<file path="config.mk">
export PLATFORM = sky130hd
export DESIGN_NAME = asid_tlb
export DESIGN_NICKNAME = d
export VERILOG_FILES = /design/src/rtl/tlb_pkg.sv /design/src/rtl/tlb_victim_ptr.sv /design/src/rtl/tlb_entry_array.sv /design/src/rtl/tlb_lookup_fsm.sv /design/src/rtl/asid_tlb.sv
export SDC_FILE = /design/constraint.sdc
export NUM_CORES = 1
export LEC_CHECK = 0
export BUFFER_PORTS_ARGS = -buffer_cell sky130_fd_sc_hd__buf_2
export CAP_MARGIN = 20
export CORE_MARGIN = 2
export CORE_UTILIZATION = 61
export CTS_CLUSTER_DIAMETER = 200
export DETAILED_ROUTE_END_ITERATION = 16
export PLACE_DENSITY = 0.86
export REMOVE_ABC_BUFFERS = 1
export SLEW_MARGIN = 0
export SYNTH_ARGS = -nofsm -noshare
export SYNTH_HDL_FRONTEND = slang
export SYNTH_SLANG_ARGS = --single-unit
</file>
<file path="constraint.sdc">
create_clock -name clk -period 5.38 [get_ports clk]
set_clock_uncertainty 0.1 [all_clocks]
set_input_delay 1.345 -clock clk [delete_from_list [all_inputs] [get_ports clk]]
set_output_delay 1.345 -clock clk [all_outputs]
set_load 0.05 [all_outputs]
</file>
<file path="src/rtl/tlb_pkg.sv">
package tlb_pkg;
    typedef enum logic [0:0] {
        LK_IDLE = 1'b0,
        LK_RESP = 1'b1
    } lk_state_t;
endpackage

</file>
<file path="src/rtl/tlb_victim_ptr.sv">
module tlb_victim_ptr #(
    parameter int ENTRIES = 8,
    localparam int IDX_W = $clog2(ENTRIES)
) (
    input  logic             clk,
    input  logic             rst_n,
    input  logic             adv,
    output logic [IDX_W-1:0] ptr
);
    localparam logic [IDX_W-1:0] LAST = IDX_W'(ENTRIES - 1);

    logic [IDX_W-1:0] ptr_q;

    always_ff @(posedge clk) begin
        if (!rst_n) begin
            ptr_q <= '0;
        end else if (adv) begin
            ptr_q <= (ptr_q == LAST) ? '0 : ptr_q + 1'b1;
        end
    end

    assign ptr = ptr_q;


    ptr_range_chk: assert property (@(posedge clk) disable iff (!rst_n)
        ptr_q <= LAST);
endmodule

</file>
<file path="src/rtl/tlb_entry_array.sv">
module tlb_entry_array #(
    parameter int ENTRIES = 8,
    parameter int ASID_W  = 8,
    parameter int VPN_W   = 8,
    parameter int PFN_W   = 8,
    localparam int IDX_W  = $clog2(ENTRIES)
) (
    input  logic              clk,
    input  logic              rst_n,
    input  logic              flush,
    input  logic [ASID_W-1:0] lk_asid,
    input  logic [VPN_W-1:0]  lk_vpn,
    output logic              lk_hit,
    output logic [PFN_W-1:0]  lk_pfn,
    input  logic              wr_commit,
    input  logic [IDX_W-1:0]  wr_idx,
    input  logic [ASID_W-1:0] wr_asid,
    input  logic [VPN_W-1:0]  wr_vpn,
    input  logic [PFN_W-1:0]  wr_pfn,
    input  logic              wr_valid,
    output logic              wr_match,
    output logic [IDX_W-1:0]  wr_match_idx
);
    logic [ASID_W-1:0] asid_q [ENTRIES];
    logic [VPN_W-1:0]  vpn_q  [ENTRIES];
    logic [PFN_W-1:0]  pfn_q  [ENTRIES];
    logic [ENTRIES-1:0] valid_q;

    logic [ENTRIES-1:0] lk_vec;
    logic [ENTRIES-1:0] wr_vec;

    for (genvar g = 0; g < ENTRIES; g++) begin : g_cmp
        assign lk_vec[g] = valid_q[g] && (asid_q[g] == lk_asid) && (vpn_q[g] == lk_vpn);
        assign wr_vec[g] = valid_q[g] && (asid_q[g] == wr_asid) && (vpn_q[g] == wr_vpn);
    end

    always_ff @(posedge clk) begin
        if (!rst_n) begin
            valid_q <= '0;
            for (int i = 0; i < ENTRIES; i++) begin
                asid_q[i] <= '0;
                vpn_q[i]  <= '0;
                pfn_q[i]  <= '0;
            end
        end else if (flush) begin
            valid_q <= '0;
        end else if (wr_commit) begin
            for (int i = 0; i < ENTRIES; i++) begin
                if (wr_idx == IDX_W'(i)) begin
                    asid_q[i]  <= wr_asid;
                    vpn_q[i]   <= wr_vpn;
                    pfn_q[i]   <= wr_pfn;
                    valid_q[i] <= wr_valid;
                end
            end
        end
    end

    always_comb begin
        lk_pfn = '0;
        for (int i = 0; i < ENTRIES; i++) begin
            if (lk_vec[i]) lk_pfn = lk_pfn | pfn_q[i];
        end
    end

    always_comb begin
        wr_match_idx = '0;
        for (int i = 0; i < ENTRIES; i++) begin
            if (wr_vec[i]) wr_match_idx = wr_match_idx | IDX_W'(i);
        end
    end

    assign lk_hit   = |lk_vec;
    assign wr_match = |wr_vec;


    no_dup_tag_chk: assert property (@(posedge clk) disable iff (!rst_n)
        $onehot0(lk_vec));


    flush_clear_chk: assert property (@(posedge clk) disable iff (!rst_n)
        flush |=> (valid_q == '0));


    invalid_fill_chk: assert property (@(posedge clk) disable iff (!rst_n)
        (wr_commit && !flush && !wr_valid) |=> !valid_q[$past(wr_idx)]);
endmodule

</file>
<file path="src/rtl/tlb_lookup_fsm.sv">
module tlb_lookup_fsm
    import tlb_pkg::*;
#(
    parameter int PFN_W = 8,
    parameter int OFF_W = 8
) (
    input  logic                   clk,
    input  logic                   rst_n,
    input  logic                   lk_req,
    input  logic [OFF_W-1:0]       lk_off,
    input  logic                   arr_hit,
    input  logic [PFN_W-1:0]       arr_pfn,
    output logic                   rsp_valid,
    output logic                   rsp_hit,
    output logic                   rsp_miss,
    output logic [PFN_W+OFF_W-1:0] rsp_pa
);
    lk_state_t        state_q, state_d;
    logic             hit_q;
    logic [PFN_W-1:0] pfn_q;
    logic [OFF_W-1:0] off_q;

    always_comb begin
        state_d = state_q;
        unique case (state_q)
            LK_IDLE: if (lk_req) state_d = LK_RESP;   // T_ACCEPT
            LK_RESP: state_d = lk_req ? LK_RESP        // T_CHAIN
                                      : LK_IDLE;       // T_DRAIN
            default: state_d = LK_IDLE;
        endcase
    end

    always_ff @(posedge clk) begin
        if (!rst_n) begin
            state_q <= LK_IDLE;
            hit_q   <= 1'b0;
            pfn_q   <= '0;
            off_q   <= '0;
        end else begin
            state_q <= state_d;
            if (lk_req) begin
                hit_q <= arr_hit;
                pfn_q <= arr_pfn;
                off_q <= lk_off;
            end
        end
    end

    always_comb begin
        rsp_valid = (state_q == LK_RESP);
        rsp_hit   = rsp_valid && hit_q;
        rsp_miss  = rsp_valid && !hit_q;
        rsp_pa    = rsp_hit ? {pfn_q, off_q} : '0;
    end


    resp_follows_req_chk: assert property (@(posedge clk) disable iff (!rst_n)
        lk_req |=> rsp_valid);


    no_idle_resp_chk: assert property (@(posedge clk) disable iff (!rst_n)
        !lk_req |=> !rsp_valid);


    hit_miss_excl_chk: assert property (@(posedge clk) disable iff (!rst_n)
        rsp_valid |-> (rsp_hit != rsp_miss));


    offset_pass_chk: assert property (@(posedge clk) disable iff (!rst_n)
        rsp_hit |-> (rsp_pa[OFF_W-1:0] == $past(lk_off)));
endmodule

</file>
<file path="src/rtl/asid_tlb.sv">
module asid_tlb #(
    parameter int ENTRIES = 8,
    parameter int ASID_W  = 8,
    parameter int VA_W    = 16,
    parameter int OFF_W   = 8,
    parameter int PFN_W   = 8,
    localparam int VPN_W  = VA_W - OFF_W,
    localparam int IDX_W  = $clog2(ENTRIES)
) (
    input  logic                   clk,
    input  logic                   rst_n,
    input  logic                   flush,
    input  logic                   lk_req,
    input  logic [ASID_W-1:0]      lk_asid,
    input  logic [VA_W-1:0]        lk_va,
    output logic                   rsp_valid,
    output logic                   rsp_hit,
    output logic                   rsp_miss,
    output logic [PFN_W+OFF_W-1:0] rsp_pa,
    input  logic                   wr_en,
    input  logic [ASID_W-1:0]      wr_asid,
    input  logic [VPN_W-1:0]       wr_vpn,
    input  logic [PFN_W-1:0]       wr_pfn,
    input  logic                   wr_valid
);
    logic             arr_hit;
    logic [PFN_W-1:0] arr_pfn;
    logic             wr_match;
    logic [IDX_W-1:0] wr_match_idx;
    logic [IDX_W-1:0] victim;
    logic [IDX_W-1:0] wr_idx;
    logic             wr_commit;
    logic             new_fill;

    assign new_fill  = wr_en && !flush && !wr_match && wr_valid;
    assign wr_commit = wr_en && !flush && (wr_match || wr_valid);
    assign wr_idx    = wr_match ? wr_match_idx : victim;

    tlb_entry_array #(
        .ENTRIES(ENTRIES), .ASID_W(ASID_W), .VPN_W(VPN_W), .PFN_W(PFN_W)
    ) u_array (
        .clk         (clk),
        .rst_n       (rst_n),
        .flush       (flush),
        .lk_asid     (lk_asid),
        .lk_vpn      (lk_va[VA_W-1:OFF_W]),
        .lk_hit      (arr_hit),
        .lk_pfn      (arr_pfn),
        .wr_commit   (wr_commit),
        .wr_idx      (wr_idx),
        .wr_asid     (wr_asid),
        .wr_vpn      (wr_vpn),
        .wr_pfn      (wr_pfn),
        .wr_valid    (wr_valid),
        .wr_match    (wr_match),
        .wr_match_idx(wr_match_idx)
    );

    tlb_victim_ptr #(.ENTRIES(ENTRIES)) u_victim (
        .clk  (clk),
        .rst_n(rst_n),
        .adv  (new_fill),
        .ptr  (victim)
    );

    tlb_lookup_fsm #(.PFN_W(PFN_W), .OFF_W(OFF_W)) u_fsm (
        .clk      (clk),
        .rst_n    (rst_n),
        .lk_req   (lk_req),
        .lk_off   (lk_va[OFF_W-1:0]),
        .arr_hit  (arr_hit),
        .arr_pfn  (arr_pfn),
        .rsp_valid(rsp_valid),
        .rsp_hit  (rsp_hit),
        .rsp_miss (rsp_miss),
        .rsp_pa   (rsp_pa)
    );


    inplace_keeps_ptr_chk: assert property (@(posedge clk) disable iff (!rst_n)
        (wr_en && wr_match) |=> $stable(victim));


    flush_keeps_ptr_chk: assert property (@(posedge clk) disable iff (!rst_n)
        flush |=> $stable(victim));


    drop_keeps_ptr_chk: assert property (@(posedge clk) disable iff (!rst_n)
        (wr_en && !wr_valid) |=> $stable(victim));
endmodule

</file>
* After elaboration in Yosys (flattened, before gate mapping)
Memory sizes are Yosys's and may differ from the RTL's.
Index checks and enable logic that the tools add are counted.
** Storage, ports and cells
- Register bits :: 29
- Bits in writable memories :: 192
- Output and inout port bits :: 19
- Logic and storage cells :: 227
- Memories kept :: 3
** Cells by class
- Add/sub/neg operators :: 1
- Equality and inequality tests :: 40
- Mux-type cells :: 84
- Bitwise operators :: 32
- Reduce and logical (&&, ||, !) cells :: 54
** Memories
- u_array.asid_q :: depth 8, bits a word 8, rd ports 8, clocked after memory_dff 0, wr ports 8, line tlb_entry_array.sv:24 : logic [ASID_W-1:0] asid_q [ENTRIES];
- u_array.pfn_q :: depth 8, bits a word 8, rd ports 8, clocked after memory_dff 0, wr ports 8, line tlb_entry_array.sv:26 : logic [PFN_W-1:0] pfn_q [ENTRIES];
- u_array.vpn_q :: depth 8, bits a word 8, rd ports 8, clocked after memory_dff 0, wr ports 8, line tlb_entry_array.sv:25 : logic [VPN_W-1:0] vpn_q [ENTRIES];
** Operators with widths (number)
- 8-bit equality test :: 32
- 8-bit 2-to-1 mux :: 32
- 8-bit bitwise OR :: 7
- 1-bit 2-to-1 mux :: 43
- 1-bit logical AND :: 38
- 1-bit bitwise OR :: 24
- 3-bit 2-to-1 mux :: 6
- 16-bit 2-to-1 mux :: 1
- 2-bit AND reduction :: 8
- 8-bit OR reduction :: 2
- 3-bit equality test (second input constant) :: 5
- 3-bit by 2-bit equality test with 1-bit output (second input constant) :: 2
- 2-bit 2-to-1 mux :: 2
- 3-bit by 1-bit adder with 3-bit output (second input constant) :: 1
- 3-bit by 1-bit equality test with 1-bit output (second input constant) :: 1
- 1-bit zero test :: 3
- 3-bit zero test :: 1
- 2-bit OR reduction :: 1
- 1-bit logical OR :: 1
- 1-bit NOT :: 1

* Longest topological paths before layout
Gate-level depths: netlist of run 1.
An unclocked memory read counts as a cell.
- Word-level depth :: 19
- Gate-level depth with buffers :: 11
- Gate-level depth less buffers :: 8

* Cells and area by module
From an unflattened synthesis of run 1, not the netlist that was laid out.
** Second synthesis, totals
- Cells, all modules :: 1077
- Area, all modules :: 11826.3 um^2
** Modules (own cells, without submodules)
- tlb_entry_array :: times used 1, cells each 982, area each 10815.4 um^2, seq. area each 5925.7 um^2
- tlb_lookup_fsm :: times used 1, cells each 76, area each 800.8 um^2, seq. area each 360.3 um^2
- tlb_victim_ptr :: times used 1, cells each 13, area each 147.6 um^2, seq. area each 60.1 um^2
- asid_tlb :: times used 1, cells each 6, area each 62.6 um^2, seq. area each 0.0 um^2

* Least setup slack after synthesis of run 1
OpenSTA, ideal clock, no wires.
- Path type :: input -> register
- From :: input wr_vpn[7]
- To :: memory u_array.asid_q[0][0] (enable)
- Arrival :: 3.785 ns
- Required time :: 4.899 ns
- Path slack :: 1.114 ns
- Cell stages on the path :: 11
- Buffers on the path :: 3
- Cell sequence :: buf_4 > xor2_1 > nor4_1 > nand4_1 > o22ai_2 > nor4_4 > a211o_1 > or2_1 > buf_6 > buf_6 > nand2_1
** RTL lines
- start, declared :: line asid_tlb.sv:22 : input logic [VPN_W-1:0] wr_vpn,
- end, declared :: line tlb_entry_array.sv:24

==> results_dict.tcl, run 1 <==
set metrics [dict create \
    start_util 0.618 \
    wirelength_mm 34.9 \
    synth_most_common_cell "edfxtp_1" \
    nNetsFinal 1117 \
    maxCapViolCount 0 \
    synth_top_family_by_area "XOR/XNOR gates" \
    tightest_slew_ns 1.11 \
    status "finished clean" \
    cts_tree "done" \
    overflow 0 \
    path_buf_inv 2 \
    grt_max_degree 40 \
    fin_hold_ws_ns 0.415 \
    worstPathMaxFanout 16 \
    rows 50 \
    slowest_stage "nor4_1" \
    port_buffers 72 \
    synth_area_leaders "edfxtp_1 50%, xor2_1 12%, xnor2_1 7.9%, dfxtp_1 5.0%, nor2_1 4.2%" \
    route.antenna.remaining_nets 0 \
    synthAdderAreaFrac 0.00217 \
    synth_edf_count 192 \
    cts_resized 0 \
    critPathTopFamily "simple AND/OR/NAND/NOR gates" \
    avgRoutedWirePerCell_microns 26.6 \
    drtIter0Drc 1116 \
    cts_sinks 221 \
    track_usage 0.354 \
    netlist.area_leader.share 0.501 \
    hold_buffers 0 \
    synth-seq-area-share 0.551 \
    antenna_found_initial 0 \
    syn_inst 996 \
    first_pass_iters 5 \
    ios 73 \
    leakage_nw 4.89 \
    cp.required_ns 5.49 \
    dp_hpwl_mm 25.2 \
    r2r-end "u_array.asid_q[0][59]$_DFFE_PP_" \
    rrSetupSlack_ns 1.61 \
    place_congestion 1.03 \
    synthDistinctLibCells 46 \
    vias 8255 \
    postSynthAreaPerCell_sq_um 11.6 \
    path_class "input port to register" \
    crit_cells 10 \
    crit_chain "buf_2 -> xor2_1 -> nor4_1 -> nand4_1 -> o22ai_4 -> nor4_4 -> a21oi_1 -> nand3_1 -> nand2_1 -> buf_12" \
    synth-simple-area-share 0.159 \
    clk_latency_ns 0.52 \
    synthTopCellsByCount "192 x edfxtp_1, 152 x xor2_1, 128 x nor2_1" \
    n_fill_cell 1387 \
    fin_crit_ns 4.40 \
    cp-start-kind "input port" \
    regArea_sq_um 6350 \
    area_delta_synth_final_pct 11.2 \
    cts_max_path_buffers 3 \
    synthesis.area_sq_um 11500 \
    power_density_nw_per_um2 310 \
    grt_pass1_wl_mm 51.5 \
    rsz0062_at_grt "false" \
    synth-seq-cells 221 \
    synth_xor_area_frac 0.195 \
    hold_path_class "register to register" \
    yosys.area.top_type "edfxtp_1" \
    post_cts_buffers 0 \
    cp-end-kind "register" \
    path_clk_slew_ns 0.06 \
    cpPeakStageDelay_ns 0.76 \
    irDropWorstVdd_v 0.000310 \
    core_sq_um 18600 \
    h-tree-depth 1 \
    relSlewSlack 0.251 \
    fmax_ghz 0.227 \
    die_w_microns 141 \
    setup-violations-final 0 \
    die_h_microns 141 \
    r2r_start "u_array.asid_q[0][44]$_SDFFCE_PN0P_" \
    muxShareOfSynthArea 0.0200 \
    cp-startpoint "wr_asid[2]" \
    drcViolationCount 0 \
    grt_pass1_vias 8193 \
    synthFlopType "edfxtp_1" \
    hold_viol_final 0 \
    async_flop_share 0 \
    routed_via_density 6.30 \
    dieArea_sq_um 20000 \
    cts-root-buf "clkbuf_16" \
    worstPathArrival_ns 4.51 \
    synth_compound_area_frac 0.0360 \
    fin_crit_sh 0.817 \
    yosys_warnings 0 \
    drive_above_1_share 0.153 \
    ff2ff_path_depth 9 \
    antenna_cells 0 \
    endpoint "u_array.asid_q[0][59]$_DFFE_PP_" \
    multi_input_area_sq_um 4750 \
    maxSlewViolCount 0 \
    fin_setup_tns_ns 0 \
    cts_buffers 22 \
]
==> sequential cells by signal, indices dropped and copies added, names as in the netlist <==
signal           count
u_array.asid_q      64
u_fsm.rsp_valid      1
u_array.valid_q      8
u_fsm.hit_q          1
u_fsm.pfn_q          8
u_fsm.off_q          8
u_victim.ptr         3
u_array.pfn_q       64
u_array.vpn_q       64
==> how the worst min path moves through the flow <==
stage | start | endpoint | slack, ns | cells past startpoint
finish | u_fsm.pfn_q[4]$_SDFFE_PN0P_ | u_fsm.pfn_q[4]$_SDFFE_PN0P_ | 0.41 | 2
global route | u_array.valid_q[4]$_SDFFE_PP0P_ | u_array.valid_q[4]$_SDFFE_PP0P_ | 0.44 | 2
CTS | u_fsm.pfn_q[2]$_SDFFE_PN0P_ | u_fsm.pfn_q[2]$_SDFFE_PN0P_ | 0.42 | 2
detailed placement | u_fsm.pfn_q[5]$_SDFFE_PN0P_ | u_fsm.pfn_q[5]$_SDFFE_PN0P_ | 0.40 | 2
global placement | u_fsm.off_q[1]$_SDFFE_PN0P_ | u_fsm.off_q[1]$_SDFFE_PN0P_ | 0.39 | 2
floorplan | u_array.valid_q[6]$_SDFFE_PP0P_ | u_array.valid_q[6]$_SDFFE_PP0P_ | 0.35 | 2
==> layer usage <==
layer  part of all wire  track usage  vias up  wire length (microns)
met4              0.043        0.137        0                   1490
met2               0.46        0.559      527                  16200
met1               0.38        0.482     4032                  13300
li1                   -            -     3594                      -
met5                  0            0        -                      0
met3               0.11       0.0827      102                   3910
==> metrics by stage <==
stage	power [W]	utilization	instances	cell area [sq um]	worst slack [ns]
2_1_floorplan	0.00223	-	940	11200	1.00
3_3_place_gp	0.00242	0.647	1270	12100	0.566
3_5_place_dp	0.00243	0.647	1270	12100	0.577
4_1_cts	0.00395	0.686	1310	12800	1.08
5_1_grt	0.00406	0.687	1311	12800	0.827
6_report	0.00397	0.687	1311	12800	0.982
==> report_power, final <==
part           total, W  leakage (nW)  internal [W]  switching (W)
Sequential      0.00201          2.19       0.00194      0.0000676
Clock           0.00156         0.359      0.000903       0.000658
Combinational  0.000398          2.34      0.000139       0.000258
==> cell usage in the layout (no fill, tap or decap), types with 26 or more instances in the layout <==
master    Yosys  layout
xor2_1      152     152
nor4_1       34      34
buf_2         9      72
dfxtp_1      29      29
nand4_1      40      40
xnor2_1     104     104
nand2_1      64      64
nor2_1      128     128
edfxtp_1    192     192
inv_1        26      26
==> layout make-up <==
| class | instances | area share |
|---|---|---|
| Multi-Input combinational cell | 693 | 0.371 |
| Sequential cell | 221 | 0.496 |
| Tap cell | 234 | 0.0229 |
| Timing Repair Buffer | 97 | 0.0457 |
| Inverter | 26 | 0.00762 |
| Clock inverter | 10 | 0.00948 |
| Clock buffer | 30 | 0.0479 |
==> cell families (layout without fill, tap and decap cells) <==
kind of cell	count (synthesis)	in the layout
AO/OA/AOI/OAI	50	50
XOR/XNOR	256	256
adder cells (fa/ha/maj)	2	2
buffers and inverters	82	163
flip-flops	221	221
multiplexers	23	23
AND/OR/NAND/NOR	362	362
==> worst reg2reg max path, cell delays in order, from the launching register on <==
cell	delay (ns)
edfxtp_1	0.43
xor2_1	0.19
nor4_1	0.77
nand4_1	0.36
o22ai_4	0.35
nor4_4	0.11
a21oi_1	0.30
nand3_1	0.18
nand2_1	0.43
buf_12	0.23
Power figures use the tool's default switching activity.
==> inputs of run 2 (changes only) <==
CORE_UTILIZATION = 55   (was 61)
PLACE_DENSITY = 0.82   (was 0.86)
clock period = 4.01 ns   (was 5.38 ns; I/O delays follow)
==> run 2 against run 1 <==
  * Die area up 11%
  * Sequential power up 34%
  * Routed wire length down 5.7%
  * Largest power group unchanged
  * Combinational power up 35%
  * Hold slack worse by 0.0030 ns
  * Core utilization down 4.3 points
  * Count of clock-buffer cells in the layout down 4
  * First-iteration DRC count up 4.7%
  * Critical endpoint is now u_array.asid_q[0][37]$_SDFFCE_PN0P_
  * Via count up 1.2%
  * Critical path type unchanged
  * Clock power up 40%
==> results_dict.tcl, run 2 (synthesis results as in run 1) <==
set metrics [dict create \
    status "finished clean" \
    vias 8358 \
    worstPathMaxFanout 21 \
    hold-path-cell-count 2 \
    cp.required_ns 4.12 \
    rows 52 \
    hold_path_class "register to register" \
    dp_hpwl_mm 23.7 \
    cp-end-kind "register" \
    regArea_sq_um 6350 \
    wirelength_mm 32.9 \
    power_density_nw_per_um2 414 \
    tightest_slew_ns 0.776 \
    placed_cell_area_sq_um 12300 \
    path_class "input port to register" \
    rsz0062_at_grt "false" \
    routed_via_density 6.11 \
    fin_hold_ws_ns 0.412 \
    h-tree-depth 1 \
    share_seq_of_total_power 0.496 \
    hold_viol_final 0 \
    p_sw_w 0.00132 \
    cts_max_path_buffers 3 \
    finalInstanceArea_sq_um 13100 \
    cts_sinks 221 \
    internal_power_w 0.00410 \
    p_sw_frac 0.244 \
    start_util 0.566 \
    multi_input_area_sq_um 4750 \
    cts_buffers 24 \
    drcViolationCount 0 \
    nNetsFinal 1138 \
    route.antenna.remaining_nets 0 \
    mostFrequentLayoutCell "edfxtp_1" \
    irDropWorstVdd_v 0.000372 \
    dieArea_sq_um 22100 \
    maxSlewViolCount 0 \
    drtIter0Drc 1169 \
    fin_crit_sh 0.904 \
    final_cell_mix "192 x edfxtp_1, 152 x xor2_1, 128 x nor2_1" \
    p_total_w 0.00542 \
    final_core_util 0.643 \
    leakage_nw 5.02 \
    ios 73 \
    die_w_microns 149 \
    track_usage 0.301 \
    grt_pass1_vias 8391 \
    port_buffers 72 \
    hold_buffers 0 \
    fmax_ghz 0.276 \
    worstPathArrival_ns 3.74 \
    relSlewSlack 0.483 \
    post_cts_buffers 0 \
    clk_latency_ns 0.53 \
    avgRoutedWirePerCell_microns 24.0 \
    die_h_microns 149 \
    place_congestion 1.02 \
    antenna_cells 0 \
    n_fill_cell 1547 \
    overflow 0 \
    drive_above_1_share 0.172 \
    maxCapViolCount 0 \
    fin_crit_ns 3.62 \
    antenna_found_initial 0 \
    pwr-share-clk 0.404 \
    area_delta_synth_final_pct 13.8 \
    first_pass_iters 6 \
    cts_tree "done" \
    cts_resized 0 \
    cts-root-buf "clkbuf_16" \
    fin_setup_tns_ns 0 \
    largest_registers "u_array.asid_q: 64 flops, u_array.pfn_q: 64 flops, u_array.vpn_q: 64 flops" \
    core_sq_um 20400 \
    grt_pass1_wl_mm 49.3 \
    pwr-share-comb 0.100 \
    grt_max_degree 39 \
    ff2ff_path_depth 9 \
    path_clk_slew_ns 0.06 \
    setup-violations-final 0 \
    cp-start-kind "input port" \
]
## run 2: path summary, 6_finish.rpt
check | slack, ns | end | from
setup / recovery | 0.39 | u_array.asid_q[0][37]$_SDFFCE_PN0P_ | wr_asid[6]
hold / removal | 0.41 | u_array.valid_q[1]$_SDFFE_PP0P_ | u_array.valid_q[1]$_SDFFE_PP0P_
setup reg to reg | 0.67 | u_array.asid_q[0][37]$_SDFFCE_PN0P_ | u_array.asid_q[0][54]$_DFFE_PP_
hold reg to reg | 0.41 | u_array.valid_q[1]$_SDFFE_PP0P_ | u_array.valid_q[1]$_SDFFE_PP0P_
## run 2: routing by layer
layer | wire length (microns) | vias to the layer above | part of all wire | track usage
li1 | - | 3643 | - | -
met1 | 12300 | 4028 | 0.37 | 0.393
met2 | 15400 | 568 | 0.47 | 0.487
met3 | 3200 | 119 | 0.097 | 0.0402
met4 | 2000 | 0 | 0.061 | 0.170
met5 | 0 | - | 0 | 0
## run 2: final cells by class
| class | count | share of cell area |
|---|---|---|
| Tap cell | 270 | 0.0258 |
| Inverter | 26 | 0.00745 |
| Sequential cell | 221 | 0.484 |
| Clock buffer | 26 | 0.0464 |
| Multi-Input combinational cell | 693 | 0.362 |
| Timing Repair Buffer | 116 | 0.0604 |
| Clock inverter | 17 | 0.0133 |
## run 2: power groups by stage
stage	sequential (W)	combinational, W	clock, W
finish	0.00269	0.000539	0.00219
global route	0.00269	0.000573	0.00230
CTS	0.00268	0.000531	0.00221
detailed placement	0.00273	0.000526	0
global placement	0.00273	0.000519	0
floorplan	0.00271	0.000282	0
## run 2: per-stage QoR
step,instances,worst slack [ns]
after detailed placement,1326,-0.0600
after CTS,1369,0.462
final,1369,0.386
after global placement,1326,-0.0114
after floorplan,940,-0.0265
after global routing,1369,0.372
## run 2: worst max-delay path: stages
cell and delay, ns:
buf_2 0.26, xor2_1 0.14, nor4_1 0.57, nand4_1 0.30, o22ai_2 0.39, nor4_4 0.10, a21oi_1 0.34, nand3b_1 0.19
nand2_1 0.19, buf_12 0.22
==> inputs of run 3 (changes only) <==
CELL_PAD_IN_SITES_DETAIL_PLACEMENT = 1   (was unset)
CELL_PAD_IN_SITES_GLOBAL_PLACEMENT = 1   (was unset)
CORE_UTILIZATION = 45   (was 55)
PLACE_DENSITY = 0.83   (was 0.82)
==> run 3 against run 2 <==
  * Combinational power grew 5.9%
  * Total power grew 1.5%
  * Setup slack lost 0.31 ns
  * Sequential share of layout area shrank 0.51 points
  * Core utilization shrank 12 points
  * Routed wire length grew 13%
==> results_dict.tcl, run 3 (synthesis results as in run 1) <==
set metrics [dict create \
    cp-startpoint "wr_vpn[5]" \
    grt_max_degree 30 \
    cp-start-kind "input port" \
    setup-violations-final 0 \
    fmax_ghz 0.254 \
    hold_path_class "register to register" \
    rrSetupSlack_ns 0.32 \
    cts_max_path_buffers 3 \
    path_buf_inv 2 \
    port_buffers 72 \
    relSlewSlack 0.404 \
    cpPeakStageDelay_ns 0.79 \
    drcViolationCount 0 \
    power_density_nw_per_um2 415 \
    r2r_start "u_array.vpn_q[1][5]$_SDFFCE_PN0P_" \
    worstPathArrival_ns 4.05 \
    ios 73 \
    final_core_util 0.526 \
    cp.required_ns 4.12 \
    rows 58 \
    r2r-end "u_array.asid_q[0][26]$_SDFFCE_PN0P_" \
    hold-path-endpoint "u_fsm.off_q[5]$_SDFFE_PN0P_" \
    path_class "input port to register" \
    slowest_stage "nor4_1" \
    route.antenna.remaining_nets 0 \
    regArea_sq_um 6350 \
    hold-path-cell-count 2 \
    place_inst 1392 \
    rsz0062_at_grt "false" \
    mostFrequentLayoutCell "edfxtp_1" \
    h-tree-depth 1 \
    core_sq_um 25200 \
    routed_via_density 5.80 \
    maxCapViolCount 0 \
    drtIter0Drc 900 \
    vias 8323 \
    largest_registers "u_array.asid_q: 64 flops, u_array.pfn_q: 64 flops, u_array.vpn_q: 64 flops" \
    dieArea_sq_um 26900 \
    post_cts_buffers 0 \
    crit_top_cell "nand2_1" \
    tightest_slew_ns 0.886 \
    place_congestion 0.946 \
    grt_pass1_wl_mm 55.2 \
    first_pass_iters 6 \
    track_usage 0.279 \
    hold_viol_final 0 \
    worstHoldStart "u_fsm.off_q[5]$_SDFFE_PN0P_" \
    path_clk_slew_ns 0.06 \
    cts_buffers 24 \
    fin_crit_ns 3.93 \
    cts_resized 0 \
    cts_sinks 221 \
    final_cell_mix "192 x edfxtp_1, 152 x xor2_1, 128 x nor2_1" \
    die_w_microns 164 \
    cp-end-kind "register" \
    critPathTopFamily "simple AND/OR/NAND/NOR gates" \
    status "finished clean" \
    overflow 0 \
    cts_tree "done" \
    ff2ff_path_depth 9 \
    multi_input_area_sq_um 4750 \
    cts-root-buf "clkbuf_16" \
    crit_chain "buf_2 -> xor2_1 -> nor4_1 -> nand4_1 -> o22ai_2 -> nor4_4 -> a211oi_4 -> nand2_1 -> nand2_1 -> buf_12" \
    maxSlewViolCount 0 \
    worstPathMaxFanout 18 \
    dp_hpwl_mm 27.0 \
    fin_crit_sh 0.981 \
    layout.cells.non_filler 1436 \
    grt_pass1_vias 8988 \
    nNetsFinal 1144 \
    antenna_found_initial 0 \
    wirelength_mm 37.0 \
    hold_buffers 0 \
    clk_latency_ns 0.52 \
    area_delta_synth_final_pct 15.0 \
    irDropWorstVdd_v 0.000277 \
    leakage_nw 5.06 \
    avgRoutedWirePerCell_microns 25.8 \
    antenna_cells 0 \
    start_util 0.457 \
    n_fill_cell 2664 \
    die_h_microns 164 \
    drive_above_1_share 0.175 \
]
==> run 3: cell count changes in the layout (fill, tap and decap cells not counted) <==
cell,before,now
inv_6,0,1
clkinvlp_4,2,0
buf_4,36,41
clkinv_1,5,0
clkinv_8,1,0
clkbuf_16,24,25
bufinv_16,3,2
clkinv_2,5,4
clkinv_4,1,0
clkbuf_1,2,9
buf_12,8,9
clkbuf_8,0,3
==> run 3: how the worst max path moves through the flow <==
stage | endpoint | slack (ns) | depth (start not counted)
2_1_floorplan | u_array.asid_q[0][0]$_SDFFCE_PN0P_ | -0.03 | 8
3_3_place_gp | u_array.vpn_q[0][4]$_SDFFCE_PN0P_ | -0.09 | 10
3_5_place_dp | u_array.asid_q[0][30]$_SDFFCE_PN0P_ | -0.15 | 10
4_1_cts | u_array.asid_q[0][26]$_SDFFCE_PN0P_ | 0.35 | 10
5_1_grt | u_array.asid_q[0][26]$_SDFFCE_PN0P_ | 0.02 | 10
6_report | u_array.asid_q[0][26]$_SDFFCE_PN0P_ | 0.08 | 10
==> run 3: metrics by stage <==
step	hold WS [ns]	worst slack (ns)	total power, W	cell area, sq um	TNS, ns
floorplan	0.352	-0.0265	0.00299	11200	-0.636
global placement	0.388	-0.0921	0.00326	12500	-4.64
detailed placement	0.404	-0.154	0.00329	12500	-12.25
CTS	0.423	0.346	0.00550	13200	0
global route	0.445	0.0238	0.00564	13200	0
finish	0.417	0.0780	0.00550	13200	0
==> run 3: per-layer routing <==
layer / track usage / wire length [microns] / vias to the layer above
met5: 0 / 0 / -
met4: 0.142 / 1970 / 0
met3: 0.0424 / 2530 / 105
met2: 0.460 / 17700 / 363
met1: 0.357 / 14800 / 4203
li1: - / - / 3652
==> run 3: final cells by class <==
class	count	share of cell area
Tap cell	330	0.0312
Clock inverter	7	0.00671
Timing Repair Buffer	122	0.0641
Sequential cell	221	0.479
Inverter	26	0.00737
Clock buffer	37	0.0529
Multi-Input combinational cell	693	0.359
==> run 3: worst reg2reg max path: stages (launching register included) <==
cell	delay, ns
edfxtp_1	0.45
xor2_1	0.21
nor4_1	0.79
nand4_1	0.41
o22ai_2	0.36
nor4_4	0.12
a211oi_4	0.41
nand2_1	0.19
nand2_1	0.18
buf_12	0.18
==> run 3: report_power, final <==
group          total (W)  leakage (nW)  internal (W)  switching (W)
combinational   0.000571          2.49      0.000205       0.000366
clock            0.00224         0.389       0.00133       0.000910
sequential       0.00269          2.19       0.00260      0.0000837
